**src/rtl/ssp_pkg.sv**
```systemverilog
package ssp_pkg;
    localparam int WORD_W = 32;
    localparam int BITS_W = $clog2(WORD_W) + 1;

    function automatic logic [BITS_W-1:0] word_bits(input logic [2:0] code);
        case (code)
            3'd0:    return BITS_W'(8);
            3'd1:    return BITS_W'(12);
            3'd2:    return BITS_W'(16);
            3'd3:    return BITS_W'(20);
            3'd4:    return BITS_W'(24);
            default: return BITS_W'(32);
        endcase
    endfunction

    function automatic logic [WORD_W-1:0] swap8(input logic [WORD_W-1:0] w);
        logic [WORD_W-1:0] r;
        r = w;
        for (int i = 0; i < 8; i++) r[i] = w[7-i];
        return r;
    endfunction
endpackage

```
**src/rtl/ssp_fifo.sv**
```systemverilog
module ssp_fifo #(
    parameter int W     = 32,
    parameter int DEPTH = 16
) (
    input  logic         clk,
    input  logic         rst_n,
    input  logic         push,
    input  logic [W-1:0] wdata,
    input  logic         pop,
    output logic [W-1:0] rdata,
    output logic         full,
    output logic         empty
);
    localparam int AW = $clog2(DEPTH);

    typedef struct packed {
        logic [AW-1:0] rd;
        logic [AW-1:0] wr;
        logic [AW:0]   cnt;
    } fifo_st_t;

    fifo_st_t q, d;
    logic [W-1:0] mem [DEPTH];
    logic push_ok, pop_ok;

    assign full    = (q.cnt == (AW+1)'(DEPTH));
    assign empty   = (q.cnt == '0);
    assign push_ok = push && !full;
    assign pop_ok  = pop && !empty;
    assign rdata   = mem[q.rd];

    always_comb begin
        d = q;
        if (push_ok) d.wr = q.wr + 1'b1;
        if (pop_ok)  d.rd = q.rd + 1'b1;
        d.cnt = q.cnt + (AW+1)'(push_ok) - (AW+1)'(pop_ok);
    end

    always_ff @(posedge clk or negedge rst_n) begin
        if (!rst_n) q <= '0;
        else        q <= d;
    end

    always_ff @(posedge clk) begin
        if (push_ok) mem[q.wr] <= wdata;
    end

    p_fifo_bound_r7: assert property (@(posedge clk) disable iff (!rst_n)
        q.cnt <= (AW+1)'(DEPTH));
    p_fifo_full_holds_r7: assert property (@(posedge clk) disable iff (!rst_n)
        (push && !pop && full) |=> $stable(q.cnt));
endmodule

```
**src/rtl/ssp_tx.sv**
```systemverilog
module ssp_tx
    import ssp_pkg::*;
#(
    parameter int DIV_W = 8
) (
    input  logic              clk,
    input  logic              rst_n,
    input  logic              en,
    input  logic [2:0]        wlen,
    input  logic              lsb_first,
    input  logic              clk_pol,
    input  logic              fs_pol,
    input  logic [DIV_W-1:0]  div,
    input  logic              fifo_empty,
    input  logic [WORD_W-1:0] fifo_data,
    output logic              fifo_pop,
    output logic              sclk,
    output logic              fs,
    output logic              dout,
    output logic              underrun
);
    typedef struct packed {
        logic [DIV_W-1:0]  cnt;
        logic              sclk;
        logic              fs;
        logic              dout;
        logic [WORD_W-1:0] sh;
        logic [BITS_W-1:0] left;
        logic [WORD_W-1:0] hold;
        logic              hval;
        logic              unr;
    } tx_st_t;

    tx_st_t q, d;
    logic [DIV_W-1:0]  last_cnt;
    logic [DIV_W:0]    half;
    logic [BITS_W-1:0] bits;
    logic [WORD_W-1:0] ordered;

    assign last_cnt = (div == '0) ? DIV_W'(1) : div;
    assign half     = ({1'b0, last_cnt} + 1'b1) >> 1;
    assign bits     = word_bits(wlen);
    assign ordered  = (lsb_first && wlen == 3'd0) ? swap8(q.hold) : q.hold;

    always_comb begin
        d = q;
        fifo_pop = 1'b0;
        if (!q.hval && !fifo_empty) begin
            d.hval   = 1'b1;
            d.hold   = fifo_data;
            fifo_pop = 1'b1;
        end
        if (!en) begin
            d.cnt  = '0;
            d.sclk = 1'b0;
            d.fs   = 1'b0;
            d.dout = 1'b0;
            d.left = '0;
            d.unr  = 1'b0;
        end else begin
            d.cnt = (q.cnt == last_cnt) ? '0 : q.cnt + 1'b1;
            if (q.cnt == '0) begin
                d.sclk = 1'b1;
                if (q.left != '0) begin
                    d.dout = q.sh[WORD_W-1];
                    d.sh   = q.sh << 1;
                end else begin
                    d.dout = 1'b0;
                end
                if (q.left <= BITS_W'(1)) begin
                    d.fs   = 1'b1;
                    d.left = bits;
                    if (q.hval) begin
                        d.sh   = ordered << (BITS_W'(WORD_W) - bits);
                        d.hval = 1'b0;
                    end else begin
                        d.sh  = '0;
                        d.unr = 1'b1;
                    end
                end else begin
                    d.fs   = 1'b0;
                    d.left = q.left - 1'b1;
                end
            end else if ({1'b0, q.cnt} == half) begin
                d.sclk = 1'b0;
            end
        end
    end

    always_ff @(posedge clk or negedge rst_n) begin
        if (!rst_n) q <= '0;
        else        q <= d;
    end

    assign sclk     = q.sclk ^ clk_pol;
    assign fs       = q.fs ^ fs_pol;
    assign dout     = q.dout;
    assign underrun = q.unr;

    p_launch_edge_r3: assert property (@(posedge clk) disable iff (!rst_n)
        (en && q.cnt != '0) |=> $stable(q.dout));
    p_fs_one_period_r6: assert property (@(posedge clk) disable iff (!rst_n)
        (en && q.fs && q.cnt == '0) |=> !q.fs);
    p_underrun_sticky_r8: assert property (@(posedge clk) disable iff (!rst_n)
        (en && q.unr) |=> q.unr);
    p_left_range_r1: assert property (@(posedge clk) disable iff (!rst_n)
        q.left <= BITS_W'(WORD_W));
endmodule

```
**src/rtl/ssp_rx.sv**
```systemverilog
module ssp_rx
    import ssp_pkg::*;
(
    input  logic              clk,
    input  logic              rst_n,
    input  logic              en,
    input  logic [2:0]        wlen,
    input  logic              lsb_first,
    input  logic              clk_pol,
    input  logic              fs_pol,
    input  logic              sclk_i,
    input  logic              fs_i,
    input  logic              din_i,
    input  logic              fifo_full,
    output logic              fifo_push,
    output logic [WORD_W-1:0] fifo_data,
    output logic              overrun
);
    typedef struct packed {
        logic              sclk_s;
        logic              sclk_p;
        logic              fs_s;
        logic              din_s;
        logic [WORD_W-1:0] sh;
        logic [BITS_W-1:0] left;
        logic [WORD_W-1:0] hold;
        logic              hval;
        logic              ovr;
    } rx_st_t;

    rx_st_t q, d;
    logic [BITS_W-1:0] bits;
    logic [WORD_W:0]   mask_x;
    logic [WORD_W-1:0] mask, sh_new, word;
    logic              sample;

    assign bits   = word_bits(wlen);
    assign mask_x = ((WORD_W+1)'(1) << bits) - 1'b1;
    assign mask   = mask_x[WORD_W-1:0];
    assign sample = q.sclk_p && !q.sclk_s;
    assign sh_new = {q.sh[WORD_W-2:0], q.din_s};
    assign word   = (lsb_first && wlen == 3'd0) ? swap8(sh_new & mask) : (sh_new & mask);

    always_comb begin
        d = q;
        fifo_push = 1'b0;
        d.sclk_s = sclk_i ^ clk_pol;
        d.sclk_p = q.sclk_s;
        d.fs_s   = fs_i ^ fs_pol;
        d.din_s  = din_i;
        if (q.hval && !fifo_full) begin
            fifo_push = 1'b1;
            d.hval    = 1'b0;
        end
        if (!en) begin
            d.left = '0;
            d.ovr  = 1'b0;
        end else if (sample) begin
            if (q.left != '0) begin
                d.sh = sh_new;
                if (q.left == BITS_W'(1)) begin
                    if (q.hval && fifo_full) begin
                        d.ovr = 1'b1;
                    end else begin
                        d.hold = word;
                        d.hval = 1'b1;
                    end
                end
            end
            if (q.fs_s)               d.left = bits;
            else if (q.left != '0)    d.left = q.left - 1'b1;
        end
    end

    always_ff @(posedge clk or negedge rst_n) begin
        if (!rst_n) q <= '0;
        else        q <= d;
    end

    assign fifo_data = q.hold;
    assign overrun   = q.ovr;

    p_overrun_sticky_r10: assert property (@(posedge clk) disable iff (!rst_n)
        (en && q.ovr) |=> q.ovr);
    p_zero_extend_r9: assert property (@(posedge clk) disable iff (!rst_n)
        (q.hval && !$stable(q.hold)) |-> ((q.hold & ~mask) == '0));
    p_idle_capture_r11: assert property (@(posedge clk) disable iff (!rst_n)
        !en |=> (q.left == '0));
endmodule

```
**src/rtl/ssp_port.sv**
```systemverilog
module ssp_port
    import ssp_pkg::*;
#(
    parameter int DEPTH = 16,
    parameter int DIV_W = 8
) (
    input  logic              clk,
    input  logic              rst_n,
    input  logic              tx_en,
    input  logic [2:0]        tx_wlen,
    input  logic              tx_lsb_first,
    input  logic              tx_clk_pol,
    input  logic              tx_fs_pol,
    input  logic [DIV_W-1:0]  tx_div,
    input  logic              tx_wr,
    input  logic [WORD_W-1:0] tx_wdata,
    output logic              tx_full,
    output logic              tx_sclk,
    output logic              tx_fs,
    output logic              tx_dout,
    output logic              tx_underrun,
    input  logic              rx_en,
    input  logic [2:0]        rx_wlen,
    input  logic              rx_lsb_first,
    input  logic              rx_clk_pol,
    input  logic              rx_fs_pol,
    input  logic              rx_sclk,
    input  logic              rx_fs,
    input  logic              rx_din,
    input  logic              rx_rd,
    output logic [WORD_W-1:0] rx_rdata,
    output logic              rx_empty,
    output logic              rx_overrun
);
    logic              txf_empty, txf_pop, rxf_full, rxf_push;
    logic [WORD_W-1:0] txf_data, rxf_data;

    ssp_fifo #(.W(WORD_W), .DEPTH(DEPTH)) u_txf (
        .clk(clk), .rst_n(rst_n), .push(tx_wr), .wdata(tx_wdata),
        .pop(txf_pop), .rdata(txf_data), .full(tx_full), .empty(txf_empty)
    );

    ssp_tx #(.DIV_W(DIV_W)) u_tx (
        .clk(clk), .rst_n(rst_n), .en(tx_en), .wlen(tx_wlen),
        .lsb_first(tx_lsb_first), .clk_pol(tx_clk_pol), .fs_pol(tx_fs_pol),
        .div(tx_div), .fifo_empty(txf_empty), .fifo_data(txf_data),
        .fifo_pop(txf_pop), .sclk(tx_sclk), .fs(tx_fs), .dout(tx_dout),
        .underrun(tx_underrun)
    );

    ssp_rx u_rx (
        .clk(clk), .rst_n(rst_n), .en(rx_en), .wlen(rx_wlen),
        .lsb_first(rx_lsb_first), .clk_pol(rx_clk_pol), .fs_pol(rx_fs_pol),
        .sclk_i(rx_sclk), .fs_i(rx_fs), .din_i(rx_din), .fifo_full(rxf_full),
        .fifo_push(rxf_push), .fifo_data(rxf_data), .overrun(rx_overrun)
    );

    ssp_fifo #(.W(WORD_W), .DEPTH(DEPTH)) u_rxf (
        .clk(clk), .rst_n(rst_n), .push(rxf_push), .wdata(rxf_data),
        .pop(rx_rd), .rdata(rx_rdata), .full(rxf_full), .empty(rx_empty)
    );
endmodule

```
**config.mk**
```make
export PLATFORM = sky130hd
export DESIGN_NAME = ssp_port
export DESIGN_NICKNAME = d
export VERILOG_FILES = /design/src/rtl/ssp_pkg.sv /design/src/rtl/ssp_fifo.sv /design/src/rtl/ssp_tx.sv /design/src/rtl/ssp_rx.sv /design/src/rtl/ssp_port.sv
export SDC_FILE = /design/constraint.sdc
export NUM_CORES = 1
export LEC_CHECK = 0
export ABC_AREA = 1
export BUFFER_PORTS_ARGS = -buffer_cell sky130_fd_sc_hd__clkbuf_2
export CAP_MARGIN = 20
export CORE_AREA = 2 2 379 381
export DETAILED_ROUTE_END_ITERATION = 12
export DIE_AREA = 0 0 381 383
export PLACE_DENSITY = 0.56
export SLEW_MARGIN = 5
export SYNTH_ARGS = -nofsm -noshare
export SYNTH_HDL_FRONTEND = slang
export SYNTH_SLANG_ARGS = --single-unit
```
**constraint.sdc**
```tcl
create_clock -name clk -period 5.4 [get_ports clk]
set_clock_uncertainty 0.15 [all_clocks]
set_input_delay 0.81 -clock clk [delete_from_list [all_inputs] [get_ports clk]]
set_output_delay 0.81 -clock clk [all_outputs]
set_load 0.1 [all_outputs]
```
==> impl_metrics.py, run 1 <==
metrics = {
    "run": {
        "maxCapViolCount": 0,
    },
    "worst_setup_path": {
        "max_stage_delay_ns": 1.01,
        "endpoint_kind": "primary output",
        "critPathTopFamily": "flip-flops",
        "critPathSlowestCell": "dfrtp_4",
        "crit_chain": "buf_4 -> o21ai_0 -> o221ai_1 -> nand3_1 -> nand2_1 -> clkbuf_2",
        "crit_buf_inv": 2,
        "required_ns": 4.44,
        "arrival_ns": 3.46,
        "path_class": "reg2out",
        "cp_max_fo": 88,
        "cp-start-kind": "flop",
    },
    "power_and_ir_drop": {
        "power_frac_comb_pct": 33.2,
        "p_clk_share_pct": 27.3,
        "p_per_area_nw_per_um2": 530,
        "p_leak_nw": 19.4,
        "internal_power_mw": 18.0,
        "fin_total_pwr_mw": 29.6,
        "power_frac_seq_pct": 39.5,
        "ir_drop_v": 0.000506,
        "swShare_pct": 39.2,
        "p_switching_mw": 11.6,
    },
    "floorplan": {
        "start_util_pct": 34.7,
        "core_area_sq_um": 142000,
        "io_pins": 100,
        "die_h_um": 383,
        "dieArea_sq_um": 146000,
        "die_x_um": 381,
        "std_cell_rows": 139,
    },
    "clocking": {
        "clock_latency_ns": 0.74,
        "clk_pin_slew_ns": 0.06,
        "numCtsBuffers": 121,
        "clockRootBuffer": "clkbuf_16",
        "cts-htree-levels": 3,
        "tritoncts": "yes",
        "cts_sinks": 1208,
        "clk_path_buf_depth": 3,
    },
    "run_status": {
        "status": "finished, final reports clean",
    },
    "timing": {
        "worst_pin_slew_ns": 1.09,
        "rsz0062_at_grt": "false",
        "finalSetupViolations": 0,
        "hold_violations": 0,
        "relSlewSlack_pct": 27.0,
        "timing.final.crit_share_pct": 81.8,
        "tns_ns": 0,
        "slew_viol_final": 0,
        "max_freq_ghz": 0.226,
        "setup_slack_ns": 0.984,
        "finalCriticalPeriod_ns": 4.42,
    },
    "layout": {
        "final_core_util_pct": 39.3,
        "most-common-layout-cells": "edfxtp_1 (1024), o21ai_0 (473), nor2_1 (469)",
        "fill_cells": 13500,
        "regArea_sq_um": 35400,
        "layout-drive-gt1-share_pct": 11.2,
        "multi_input_area_sq_um": 12600,
        "area_growth_pct": 13.1,
        "mostFrequentLayoutCell": "edfxtp_1",
        "finalNetCount": 3969,
    },
    "logic_synthesis": {
        "synth-seq-area-share_pct": 71.6,
        "synthSimpleGateAreaFrac_pct": 9.46,
        "synth_edf_count": 1024,
        "synth_compound_area_share_pct": 11.0,
        "synth-seq-cells": 1208,
        "synth_warnings": 0,
        "ys_top_cells_by_area": "edfxtp_1 (62%), dfrtp_1 (9.3%), o21ai_0 (4.8%)",
        "synth_top_area_share_pct": 62.3,
        "synth_fa_ha_area_share_pct": 0.841,
        "postSynthCellCount": 3825,
        "synth_top_family_by_area": "compound AO/OA/AOI/OAI gates",
        "synth_xor_area_share_pct": 0.745,
        "ys.flop_type": "edfxtp_1",
        "syn-cell-area_sq_um": 49400,
        "synth_top_cell_by_area": "edfxtp_1",
        "syn_area_per_cell_sq_um": 12.9,
        "synth.area.mux_share_pct": 2.95,
        "synth_async_sr_flop_share_pct": 15.2,
        "yosysUniqueCellTypes": 55,
    },
    "min_path": {
        "min_path_type": "in2reg",
    },
    "routing": {
        "wl_per_cell_um": 21.3,
        "drtIter0Drc": 2523,
        "drt-pass1-iter-count": 6,
        "vias_per_cell": 5.17,
        "drtAntennaViolNets": 0,
        "vias": 30400,
        "drcViolationCount": 0,
        "drt-total-wl_mm": 125,
    },
    "grt": {
        "grt_usage_pct": 16.8,
        "grt-ovfl-total": 0,
        "grt_max_degree": 188,
        "antenna_found_initial": 13,
        "grt_pass1_wl_mm": 187,
        "grt_pass1_vias": 29300,
    },
    "placed_design": {
        "portBuffers": 99,
        "dpl.hpwl_mm": 68.7,
        "gp_congestion": 0.849,
        "dp_slack_ns": 1.77,
    },
}
-- sequential cells by signal, indices dropped and copies added (netlist names) --
name and count:
u_rx.d 1, u_rx.fifo_data 32, u_rx.overrun 1, u_rx.q 41
u_rxf.mem 512, u_rxf.q 13, u_tx.dout 1, u_tx.q 81
u_tx.underrun 1, u_txf.mem 512, u_txf.q 13
-- worst reg2reg max path, stage by stage (launching register included) --
cell,delay [ns]
dfrtp_1,0.38
inv_1,0.08
ha_1,0.17
nand4_1,0.32
nand2_1,0.34
inv_1,0.17
ha_1,0.31
inv_1,0.05
ha_1,0.15
inv_1,0.06
fa_1,0.42
o21ai_0,0.19
a21oi_1,0.11
xor2_1,0.15
-- cell families (layout without fill, tap and decap cells) --
| group | Yosys count | after routing |
|---|---|---|
| flip-flops | 1208 | 1208 |
| AND/OR/NAND/NOR | 1137 | 1137 |
| AO/OA/AOI/OAI | 888 | 888 |
| buffers and inverters | 375 | 527 |
| multiplexers | 142 | 142 |
| XOR/XNOR | 42 | 42 |
| adder cells (fa/ha/maj) | 32 | 32 |
| other | 1 | 7 |
-- repair_timing --
item,4_1_cts,5_1_grt
resized for setup,0,0
setup buffers,0,0
hold endpoints to repair,69,0
hold buffers,2,0
-- final cells by class --
cell class	count	share of cell area (%)
Inverter	137	0.937
Clock inverter	60	0.869
Sequential cell	1208	63.4
Multi-Input combinational cell	2243	22.6
Antenna cell	5	0.0224
Clock buffer	165	5.95
Timing Repair Buffer	165	2.04
Tap cell	1903	4.26
-- metrics by stage --
step	instance area, sq um	hold WS (ns)	std cells
4_1_cts	55800	0.133	5881
2_1_floorplan	49400	0.204	3826
3_5_place_dp	52000	0.235	5654
6_report	55800	0.186	5886
3_3_place_gp	51900	0.214	5650
5_1_grt	55800	0.158	5882
-- metal layers --
layer | global-route usage [%] | vias to the layer above | share of wire, %
met2 | 28.3 | 748 | 49
met4 | 5.13 | 14 | 2.9
li1 | - | 14200 | -
met3 | 3.70 | 206 | 5.7
met1 | 21.7 | 15300 | 43
met5 | 0 | - | 0.081
-- power by group through the flow --
| stage | Combinational (mW) | Sequential (mW) | Clock [mW] |
|---|---|---|---|
| 4_1_cts | 9.92 | 11.7 | 8.25 |
| 5_1_grt | 10.7 | 11.8 | 8.59 |
| 2_1_floorplan | 7.40 | 11.5 | 0 |
| 3_5_place_dp | 9.90 | 11.9 | 0 |
| 6_report | 9.83 | 11.7 | 8.07 |
| 3_3_place_gp | 9.80 | 11.8 | 0 |
-- final timing paths --
kind / start / to / slack, ns / cells after the start
worst min-delay path: tx_wr / u_txf.q[5] / 0.19 / 3
min in group asynchronous: rst_n / u_tx.q[82] / 0.45 / 2
worst min register to register: u_rx.d[74] / u_rx.q[74] / 0.25 / 0
worst max-delay path: u_rxf.q[10] / rx_rdata[3] / 0.98 / 6
worst max register to register: u_rxf.q[3] / u_rxf.q[4] / 2.22 / 13
max in group asynchronous: rst_n / u_rxf.q[10] / 3.58 / 3
-- synth_stat cells (3+ instances only) --
cell and instances:
xor2_1 35, xnor2_1 7, o21ai_0 473, o221ai_1 196, nor2_1 502, inv_1 121
buf_6 8, o21a_1 8, nand2_1 415, o32ai_1 16, o21ai_1 38, mux2i_1 116
nor3_2 3, nor2_4 6, clkinv_1 4, buf_4 33, nand4_1 12, edfxtp_1 1024
o211ai_1 32, nand3_1 167, o22ai_1 31, clkbuf_1 135, mux2_2 26, a31oi_1 3
inv_2 12, dfrtp_1 184, nor3_1 12, a22oi_1 3, ha_1 30, buf_2 56
a21oi_1 76, nor2_2 5, or2_1 3, buf_1 6
Note: power is estimated with default switching activity, not from simulation.
==> run 2, diff against run 1 <==
--- a/config.mk
+++ b/config.mk
@@ -11,7 +11,7 @@
 export CORE_AREA = 2 2 379 381
 export DETAILED_ROUTE_END_ITERATION = 12
 export DIE_AREA = 0 0 381 383
-export PLACE_DENSITY = 0.56
+export PLACE_DENSITY = 0.58
 export SLEW_MARGIN = 5
 export SYNTH_ARGS = -nofsm -noshare
 export SYNTH_HDL_FRONTEND = slang
==> constraint.sdc (replaced) <==
create_clock -name clk -period 3.6 [get_ports clk]
set_clock_uncertainty 0.15 [all_clocks]
set_input_delay 0.54 -clock clk [delete_from_list [all_inputs] [get_ports clk]]
set_output_delay 0.54 -clock clk [all_outputs]
set_load 0.1 [all_outputs]
==> run 2 against run 1 <==
Effect of this change:
- non-clock buffer count grew 57
- sequential cell count is the same
- wire length grew 0.80%
- largest cell class unchanged
==> impl_metrics.py, run 2 (same netlist as run 1, synthesis figures left out) <==
metrics = {
    "run_status": {
        "status": "finished, final reports clean",
    },
    "timing": {
        "max_freq_ghz": 0.291,
        "worst_pin_slew_ns": 1.04,
        "finalCriticalPeriod_ns": 3.43,
        "hold_violations": 0,
        "hold_ws_ns": 0.0533,
        "finalSetupViolations": 0,
        "timing.final.crit_share_pct": 95.4,
        "relSlewSlack_pct": 30.4,
        "slew_viol_final": 0,
    },
    "min_path": {
        "hp-start": "tx_wr",
        "min_path_type": "in2reg",
    },
    "power_and_ir_drop": {
        "p_leak_nw": 20.1,
        "fin_total_pwr_mw": 47.0,
        "ir_drop_v": 0.000823,
        "p_per_area_nw_per_um2": 819,
    },
    "clocking": {
        "cts-htree-levels": 3,
        "clk_path_buf_depth": 3,
        "clock_latency_ns": 0.74,
        "numCtsBuffers": 117,
        "clk_pin_slew_ns": 0.06,
        "tritoncts": "yes",
        "clockRootBuffer": "clkbuf_16",
        "cts_sinks": 1208,
    },
    "grt": {
        "grt_max_degree": 101,
        "grt_pass1_vias": 30200,
        "antenna_found_initial": 12,
        "grt-ovfl-total": 0,
        "grt_pass1_wl_mm": 190,
        "grt_usage_pct": 17.0,
    },
    "routing": {
        "wl_met1_mm": 54.4,
        "drcViolationCount": 0,
        "drtAntennaViolNets": 0,
        "drtIter0Drc": 2697,
        "drt-total-wl_mm": 126,
        "vias_per_cell": 5.18,
        "routed-wl-met3_mm": 7.94,
        "dr_wl_met2_mm": 60.5,
        "wl_per_cell_um": 21.3,
        "highest_layer": "met5",
        "drt-pass1-iter-count": 5,
        "vias": 30800,
    },
    "worst_setup_path": {
        "path_class": "reg2out",
        "max_stage_delay_ns": 0.58,
        "reg2reg_from": "u_rxf.q[3]",
        "startpoint": "u_rxf.q[9]",
        "cp-start-kind": "flop",
        "crit_chain": "inv_8 -> buf_12 -> buf_12 -> nor2_1 -> o32ai_1 -> o211ai_1 -> nand2_1 -> buf_12",
        "arrival_ns": 2.74,
        "required_ns": 2.91,
        "critPathSlowestCell": "dfrtp_4",
        "crit_path_frequent_cell": "buf_12",
        "cp_max_fo": 32,
        "endpoint_kind": "primary output",
    },
    "placed_design": {
        "dpl.hpwl_mm": 70.0,
        "dp_cells": 5695,
        "gp_congestion": 0.842,
        "portBuffers": 99,
    },
    "floorplan": {
        "die_h_um": 383,
        "start_util_pct": 34.7,
        "die_x_um": 381,
        "std_cell_rows": 139,
        "io_pins": 100,
        "dieArea_sq_um": 146000,
        "core_area_sq_um": 142000,
    },
    "layout": {
        "finalNetCount": 4022,
        "top_regs": "u_rxf.mem (512), u_txf.mem (512), u_tx.q (81)",
        "multi_input_area_sq_um": 12600,
        "layout-drive-gt1-share_pct": 12.5,
        "mostFrequentLayoutCell": "edfxtp_1",
        "fin_cells": 5940,
        "regArea_sq_um": 35400,
        "fill_cells": 13300,
        "most-common-layout-cells": "edfxtp_1 (1024), o21ai_0 (473), nor2_1 (469)",
        "area_growth_pct": 16.3,
    },
    "run": {
        "maxCapViolCount": 0,
    },
}
[run 2: cell type report]
type / count / share of cell area (%)
Clock inverter: 72 / 1.45
Timing Repair Buffer: 222 / 4.28
Clock buffer: 150 / 5.62
Sequential cell: 1208 / 61.6
Inverter: 137 / 0.920
Multi-Input combinational cell: 2243 / 22.0
Antenna cell: 5 / 0.0218
Tap cell: 1903 / 4.15
[run 2: repair_timing]
| action | in CTS | in global routing |
|---|---|---|
| hold buffers | 9 | 0 |
| setup endpoints to repair | 31 | 17 |
| resized for setup | 8 | 1 |
| cloned | 0 | 1 |
| buffers inserted | 2 | 6 |
| endpoints found under the hold margin | 55 | 0 |
[run 2: worst max-delay path, delay by kind of cell, from the launching register on]
| family | cells | cell delay, ns |
|---|---|---|
| AO/OA/AOI/OAI | 2 | 0.33 |
| buffers and inverters | 4 | 0.79 |
| AND/OR/NAND/NOR | 2 | 0.24 |
| flip-flops | 1 | 0.58 |
[run 2: final timing paths]
kind                                endpoint  slack (ns)  cells past startpoint
worst max register to register    u_rxf.q[4]        0.68                     13
min in group asynchronous         u_tx.q[44]        0.23                      2
max in group asynchronous         u_tx.q[48]        2.34                      3
worst min register to register    u_rx.q[74]        0.22                      0
worst max-delay path            rx_rdata[20]        0.17                      8
worst min-delay path              u_txf.q[5]        0.05                      3
[run 2: per-stage QoR]
step | setup TNS, ns | setup slack, ns | utilization (%) | cell area, sq um
final | 0 | 0.167 | 40.4 | 57400
after global routing | -0.00316 | -0.00316 | 40.4 | 57400
after CTS | 0 | 0.00424 | 40.3 | 57300
after detailed placement | 0 | 0.560 | 37.3 | 53100
after global placement | 0 | 0.561 | 37.3 | 53100
after floorplan | 0 | 0.656 | - | 49400
[run 2: power by group]
part           internal [mW]  switching, mW  total [mW]
combinational           5.27           11.5        16.8
sequential              16.5          0.838        17.3
clock                   7.49           5.40        12.9
total                   29.3           17.8        47.0
[run 2: per-layer routing]
metal | vias up | GRT usage [%]
li1 | 14300 | -
met1 | 15400 | 22.5
met2 | 853 | 28.0
met3 | 195 | 3.61
met4 | 14 | 4.84
met5 | - | 0
